$ cat src/rtl/disp_irq_pkg.sv
package disp_irq_pkg;

  // status vector index; register bit = STAT_LSB + index
  localparam int unsigned ST_BUS   = 0;
  localparam int unsigned ST_UR    = 1;
  localparam int unsigned ST_INT   = 2;
  localparam int unsigned ST_RAW   = 3;
  localparam int unsigned NUM_STAT = 4;
  localparam int unsigned STAT_LSB = 28;

  // enable field, starting at register bit 0
  localparam int unsigned EN_CMP   = 0;
  localparam int unsigned EN_UR    = 1;
  localparam int unsigned NUM_EN   = 2;

  localparam int unsigned MIN_DATA_W = STAT_LSB + NUM_STAT;

  typedef enum logic {
    CMP_FRAME = 1'b0,
    CMP_FIELD = 1'b1
  } cmp_gran_e;

endpackage

$ cat src/rtl/disp_irq_evt_sel.sv
module disp_irq_evt_sel
  import disp_irq_pkg::*;
(
  input  logic field_sel,
  input  logic frame_done,
  input  logic field_done,
  output logic cmp_evt
);

  cmp_gran_e gran;

  always_comb begin
    gran = cmp_gran_e'(field_sel);
    unique case (gran)
      CMP_FIELD: cmp_evt = field_done;
      default:   cmp_evt = frame_done;
    endcase
  end

endmodule

$ cat src/rtl/disp_irq_stat_cell.sv
module disp_irq_stat_cell (
  input  logic clk,
  input  logic rst_n,
  input  logic set_i,
  input  logic clr_i,
  output logic q_o
);

  // a set in the same cycle as a clear wins
  always_ff @(posedge clk or negedge rst_n) begin
    if (!rst_n)     q_o <= 1'b0;
    else if (set_i) q_o <= 1'b1;
    else if (clr_i) q_o <= 1'b0;
  end

endmodule

$ cat src/rtl/disp_irq_req.sv
module disp_irq_req
  import disp_irq_pkg::*;
(
  input  logic                clk,
  input  logic                rst_n,
  input  logic                gen_en,
  input  logic [NUM_STAT-1:0] stat,
  input  logic [NUM_EN-1:0]   en,
  output logic                irq
);

  logic [NUM_STAT-1:0] qual;
  logic                any_qual;

  always_comb begin
    qual         = '0;
    qual[ST_RAW] = stat[ST_RAW] & en[EN_CMP];
    qual[ST_INT] = stat[ST_INT] & en[EN_CMP];
    qual[ST_UR]  = stat[ST_UR]  & en[EN_UR];
    qual[ST_BUS] = stat[ST_BUS];
    any_qual     = |qual;
  end

  always_ff @(posedge clk or negedge rst_n) begin
    if (!rst_n) irq <= 1'b0;
    else        irq <= gen_en & any_qual;
  end

endmodule

$ cat src/rtl/disp_irq_regs.sv
module disp_irq_regs
  import disp_irq_pkg::*;
#(
  parameter int unsigned     ADDR_W     = 8,
  parameter int unsigned     DATA_W     = 32,
  parameter logic [ADDR_W-1:0] REG_OFFSET = 'h0C
) (
  input  logic              clk,
  input  logic              rst_n,
  input  logic              reg_wr,
  input  logic [ADDR_W-1:0] reg_addr,
  input  logic [DATA_W-1:0] reg_wdata,
  output logic [DATA_W-1:0] reg_rdata,
  input  logic              disp_int_en,
  input  logic              field_sel,
  input  logic              frame_done,
  input  logic              field_done,
  input  logic              underrun,
  input  logic              bus_err,
  output logic              irq
);

  localparam int unsigned STAT_MSB = STAT_LSB + NUM_STAT - 1;

  // bits software may touch; everything else is reserved
  localparam logic [DATA_W-1:0] WR_MASK =
    (((DATA_W)'(1) << NUM_STAT) - (DATA_W)'(1)) << STAT_LSB |
    (((DATA_W)'(1) << NUM_EN)   - (DATA_W)'(1));

  logic                hit;
  logic                wr_hit;
  logic [DATA_W-1:0]   wkeep;
  logic                cmp_evt;
  logic [NUM_EN-1:0]   en_q;
  logic [NUM_STAT-1:0] set_req;
  logic [NUM_STAT-1:0] clr_req;
  logic [NUM_STAT-1:0] stat_q;

  assign hit    = (reg_addr == REG_OFFSET);
  assign wr_hit = reg_wr & hit;
  assign wkeep  = reg_wdata & WR_MASK;

  disp_irq_evt_sel u_sel (
    .field_sel  (field_sel),
    .frame_done (frame_done),
    .field_done (field_done),
    .cmp_evt    (cmp_evt)
  );

  always_ff @(posedge clk or negedge rst_n) begin
    if (!rst_n)      en_q <= '0;
    else if (wr_hit) en_q <= wkeep[NUM_EN-1:0];
  end

  always_comb begin
    set_req         = '0;
    set_req[ST_RAW] = cmp_evt;
    set_req[ST_INT] = cmp_evt & en_q[EN_CMP];
    set_req[ST_UR]  = underrun;
    set_req[ST_BUS] = bus_err;
  end

  for (genvar i = 0; i < NUM_STAT; i++) begin : g_stat
    assign clr_req[i] = wr_hit & wkeep[STAT_LSB + i];
    disp_irq_stat_cell u_cell (
      .clk   (clk),
      .rst_n (rst_n),
      .set_i (set_req[i]),
      .clr_i (clr_req[i]),
      .q_o   (stat_q[i])
    );
  end

  disp_irq_req u_req (
    .clk    (clk),
    .rst_n  (rst_n),
    .gen_en (disp_int_en),
    .stat   (stat_q),
    .en     (en_q),
    .irq    (irq)
  );

  always_comb begin
    reg_rdata = '0;
    if (hit) begin
      reg_rdata[STAT_MSB:STAT_LSB] = stat_q;
      reg_rdata[NUM_EN-1:0]        = en_q;
    end
  end

endmodule

$ cat config.mk
export PLATFORM = sky130hd
export DESIGN_NAME = disp_irq_regs
export DESIGN_NICKNAME = d
export VERILOG_FILES = /design/src/rtl/disp_irq_pkg.sv /design/src/rtl/disp_irq_evt_sel.sv /design/src/rtl/disp_irq_stat_cell.sv /design/src/rtl/disp_irq_req.sv /design/src/rtl/disp_irq_regs.sv
export SDC_FILE = /design/constraint.sdc
export NUM_CORES = 1
export LEC_CHECK = 0
export ABC_AREA = 0
export ABC_CLOCK_PERIOD_IN_PS = 950
export BUFFER_PORTS_ARGS = -buffer_cell sky130_fd_sc_hd__buf_2
export CAP_MARGIN = 20
export CORE_UTILIZATION = 26
export DETAILED_ROUTE_END_ITERATION = 8
export PLACE_DENSITY = 0.69
export SLEW_MARGIN = 20
export SYNTH_ARGS = -nofsm -noshare
export SYNTH_HDL_FRONTEND = slang
export SYNTH_SLANG_ARGS = --single-unit
$ cat constraint.sdc
create_clock -name clk -period 0.95 [get_ports clk]
set_input_delay 0.0475 -clock clk [delete_from_list [all_inputs] [get_ports clk]]
set_output_delay 0.0475 -clock clk [all_outputs]
set_load 0.01 [all_outputs]
Word-level counts from Yosys, hierarchy flattened. Index checks and enable logic that the tools add are counted. Widths: inputs -> output; s select.

Bits in registers: 7. Bits in latches: 0. RAM bits: 0. ROM bits: 0. Input port bits: 49. Memories: 0.

Add/sub/neg operators: 0. Multiply operators: 0. Div/mod/pow operators: 0. Magnitude comparators: 0. Eq/ne operators: 1. Shift-type cells: 0. Multiplexer cells: 11. Bitwise gates (word level): 10. Reductions and logical operators: 5.

Operators with widths (count): $and 1x1->1 (10); $mux 1 (9); $eq 8x4->1 const B (1); $reduce_bool 2->1 (4); $mux 4 (1); $reduce_or 4->1 (1); $mux 2 (1).

Longest topological paths before layout.
Depth in word-level cells: 5. Gate-level depth with buffers: 4. Mapped depth without buffers: 3.

Modules after synthesis. A second synthesis with hierarchy kept.

Cell total of the unflattened synthesis: 63. Area total of the unflattened synthesis: 593.1 um^2.

Modules (own cells, without submodules): disp_irq_regs (times used 1, cells an instance 46, area each 390.4 um^2, seq. area each 50.0 um^2); disp_irq_stat_cell (times used 4, cells an instance 3, area each 36.3 um^2, seq. area each 25.0 um^2); disp_irq_req (times used 1, cells an instance 4, area each 42.5 um^2, seq. area each 25.0 um^2); disp_irq_evt_sel (times used 1, cells an instance 1, area each 15.0 um^2, seq. area each 0.0 um^2).

Worst setup path before layout. No wires, ideal clock.

Path kind: input-to-reg. Start: in reg_addr[1]. End: reg en_q[0]. Library setup time: 125 ps. Data arrival time: 906 ps. Required time: 825 ps. Path slack: -81 ps. Cell stages on the path: 3. Path buffers: 0. Path through: nor4_4 -> nand3_4 -> mux2_4.

Longest elaborated chain between the ends: 2.

Ends and longest elaborated chain: start: declaration (RTL line disp_irq_regs.sv:11) `input logic [ADDR_W-1:0] reg_addr,`; $eq 8x4->1 (RTL line disp_irq_regs.sv:39) `assign hit = (reg_addr == REG_OFFSET);`; $and 1x1->1 (RTL line disp_irq_regs.sv:40) `assign wr_hit = reg_wr & hit;`; end signal: assignment (RTL line disp_irq_regs.sv:52) `else if (wr_hit) en_q <= wkeep[NUM_EN-1:0];`; end: declaration (RTL line disp_irq_regs.sv:34) `logic [NUM_EN-1:0] en_q;`.

Every way passes these cells. A chain may end at the register's enable or synchronous reset.

Worst setup path in the final report.
Start: in reg_addr[7]. End: out reg_rdata[30].

Longest elaborated chain between the ends: 2.

Ends and longest elaborated chain: $eq 8x4->1 (RTL line disp_irq_regs.sv:39); $mux 4 (RTL line disp_irq_regs.sv:85) `if (hit) begin`; end: declaration (RTL line disp_irq_regs.sv:13) `output logic [DATA_W-1:0] reg_rdata,`.

Every way passes these cells.

==> metrics.txt <==
CP startpoint kind=primary input; clock latency on the worst-skew pair=0.25 ns; clk sink count=7; worst setup path class=in -> out; Worst Min Path Start=reg_wdata[0]; worst reg2reg endpoint=g_stat[3].u_cell.q_o; final setup margin=-0.0394 ns; antenna fix cells=0; Slew Viols, Final=0; Final Hold Fails=0; failing checks=negative setup slack; routed wire length=1140 um; # IOs=82; NetSw=0.217 mW; min cycle time layout=a little under 1 ns; reg2reg path depth=2; Placed Area=698 um2; Worst Hold Depth=2; DRT iter0 DRCs=0; Finish-stage setup viols=8; die area=0.00249 mm2; FF-to-FF Start=g_stat[3].u_cell.q_o; Leak=0.458 nW; WP data required=0.90 ns; Synth Register Bits=7; switching share of power=between 20% and 30%; Cell Int Power=around 0.57 mW; CTS tree=yes; Clock power frac=33.6%; IO Port Bufs=29; worst path cell trace=buf_6 > nor4bb_4 > buf_4 > buf_6 > and3_4 > buf_6; Root Driver=clkbuf_4; Die W=49.9 um; total track usage=10.3%; ANT nets after route=0; Layout Nets=between 150 and 200; sequential share of the synthesized area=29.4%; Core Util, Final=42.3%; DRC viols=0; Yosys top cell area share=32.8%; Die H=49.9 um; Final Skew=0.00249 ns; first-pass GRT wire length=1840 um; PwrDens=906 mW/mm2; vias in the first global route=464; CP top delay family=buffers and inverters; routability cong.=0.669; total CTS buffers=3; Netlist cell types=21; ratio of cells with drive above 1 in the final layout=54.5%; Worst Path Arrival=0.94 ns; grt ovf=0; Critical Path End Type=primary output; htree depth=1; Syn Area/Cell=10.1 um2; peak supply drop=0.000338 V; Reg area=175 um2; drt via density=3.80; synthesis-to-finish area growth=46.4%; Clock transition at path regs=0.05 ns; HP Class=in -> reg; fillers=217; Seq pwr share=42.7%; Multi-input gate area=337 um2; status=finished with violations; final setup TNS=-0.187 ns; Min-Delay Endpoint=en_q[0]; Vias=487; pin count of the biggest net entering global routing=8; internal reg-to-reg setup slack=0.06 ns; Yosys warnings=0; Buffers & Inverters on Critical Path=4; starting density of the core=about 29%; Period Utilization, post-route=104%; Max Freq=around 1000 MHz; top cells by area, synth=buf_4 (33%), dfrtp_1 (29%), and3_2 (7.6%); clock buffer depth=2; drt wl/cell=8.91 um; Pre-antenna DRT Iters=1; mapped cell area=596 um2; initial antenna violation count=0; post-synthesis cell count=59; Largest stage delay, worst path=~0.26 ns; CP most frequent cell=buf_6; design area=872 um2; slowest cell on the critical path=nor4bb_4; largest fanout on the critical path=7; RSZ-0062 raised after global routing=true; Comb power frac=23.7%; final HPWL from detailed placement=936 um; Site Rows=16; core footprint=just over 0.002 mm2; max cap viols=0; top cell type by total area after synthesis=buf_4; hold_ws=0.0271 ns
==> worst reg2reg max path, delay by kind of cell (launching register included) <==
| family | cells | cell delay [ns] |
|---|---|---|
| DFF | 1 | 0.38 |
| and+or+nand+nor | 1 | 0.29 |
| AOI/OAI and AO/OA | 1 | 0.10 |
==> cells by family (layout without fill, tap and decap cells) <==
family                 Yosys count  after routing  synth area share, %
muxes                            3              3                 6.93
other                            1             26                0.630
and+or+nand+nor                 13             13                 20.0
AOI/OAI and AO/OA                7              7                 8.82
buffers and inverters           28             45                 34.2
DFF                              7              7                 29.4
==> per-layer routing <==
| layer | share of wire (%) | track usage, % | up-vias |
|---|---|---|---|
| met1 | 37 | 9.96 | 212 |
| met4 | 0 | 5.71 | 0 |
| met5 | 0 | 0 | - |
| met2 | 52 | 18.0 | 39 |
| li1 | - | - | 236 |
| met3 | 10 | 4.63 | 0 |
==> final cells by class <==
type,count,area share (%)
Inverter,1,0.430
Timing Repair Buffer,40,34.0
Sequential cell,7,20.1
Multi-Input combinational cell,49,38.6
Tap cell,27,3.87
Clock buffer,4,3.01
==> state kept, by name, indices dropped and copies added (netlist names) <==
register	count
en_q	2
g_stat.u_cell.q_o	4
u_req.irq	1
==> power groups by stage <==
| stage | registers (mW) | clock network, mW | logic (mW) |
|---|---|---|---|
| 2_1_floorplan | 0.338 | 0 | 0.164 |
| 5_1_grt | 0.340 | 0.313 | 0.206 |
| 4_1_cts | 0.337 | 0.283 | 0.177 |
| 6_report | 0.337 | 0.265 | 0.188 |
| 3_5_place_dp | 0.341 | 0 | 0.156 |
| 3_3_place_gp | 0.340 | 0 | 0.155 |
==> worst max-delay path by stage <==
stage,cells past startpoint,end,slack (ns),from
floorplan,3,en_q[0],-0.08,reg_addr[1]
global placement,5,en_q[0],-0.17,reg_addr[7]
detailed placement,5,en_q[1],-0.19,reg_addr[1]
CTS,6,reg_rdata[0],-0.07,reg_addr[6]
global route,6,reg_rdata[30],-0.09,reg_addr[7]
finish,6,reg_rdata[30],-0.04,reg_addr[7]
==> through the flow <==
step	setup slack, ns	power (mW)	instances
3_3_place_gp	-0.174	0.495	117
5_1_grt	-0.0924	0.859	128
6_report	-0.0394	0.790	128
4_1_cts	-0.0654	0.797	128
3_5_place_dp	-0.191	0.497	117
2_1_floorplan	-0.0807	0.502	84
==> synthesized netlist by cell type <==
cell      instances
a21boi_0          1
a21o_1            1
a21oi_1           1
a22o_1            1
and3_2            6
buf_2             1
buf_4            26
conb_1            1
dfrtp_1           7
inv_1             1
mux2_2            1
mux2_4            2
nand2b_1          1
nand3_4           1
nand4_1           2
nor4_4            1
nor4bb_1          1
o21ai_0           1
o22a_2            1
o31a_1            1
or2_2             1
==> cell usage in the layout, fill, tap and decap left out, types with 2 or more instances in the layout <==
| cell | n |
|---|---|
| dfrtp_1 | 7 |
| buf_2 | 20 |
| clkbuf_4 | 3 |
| nand4_1 | 2 |
| dlygate4sd3_1 | 2 |
| and3_4 | 3 |
| and3_2 | 3 |
| mux2_4 | 2 |
| conb_1 | 26 |
| buf_4 | 7 |
| buf_6 | 11 |
==> repair_timing <==
item	in CTS	in global routing
setup buffers	5	0
hold buffers	2	0
hold endpoints to repair	8	0
pin swaps	6	6
resized for setup	12	4
setup endpoints to repair	6	10
No activity file was read; power rests on OpenSTA's default activity.
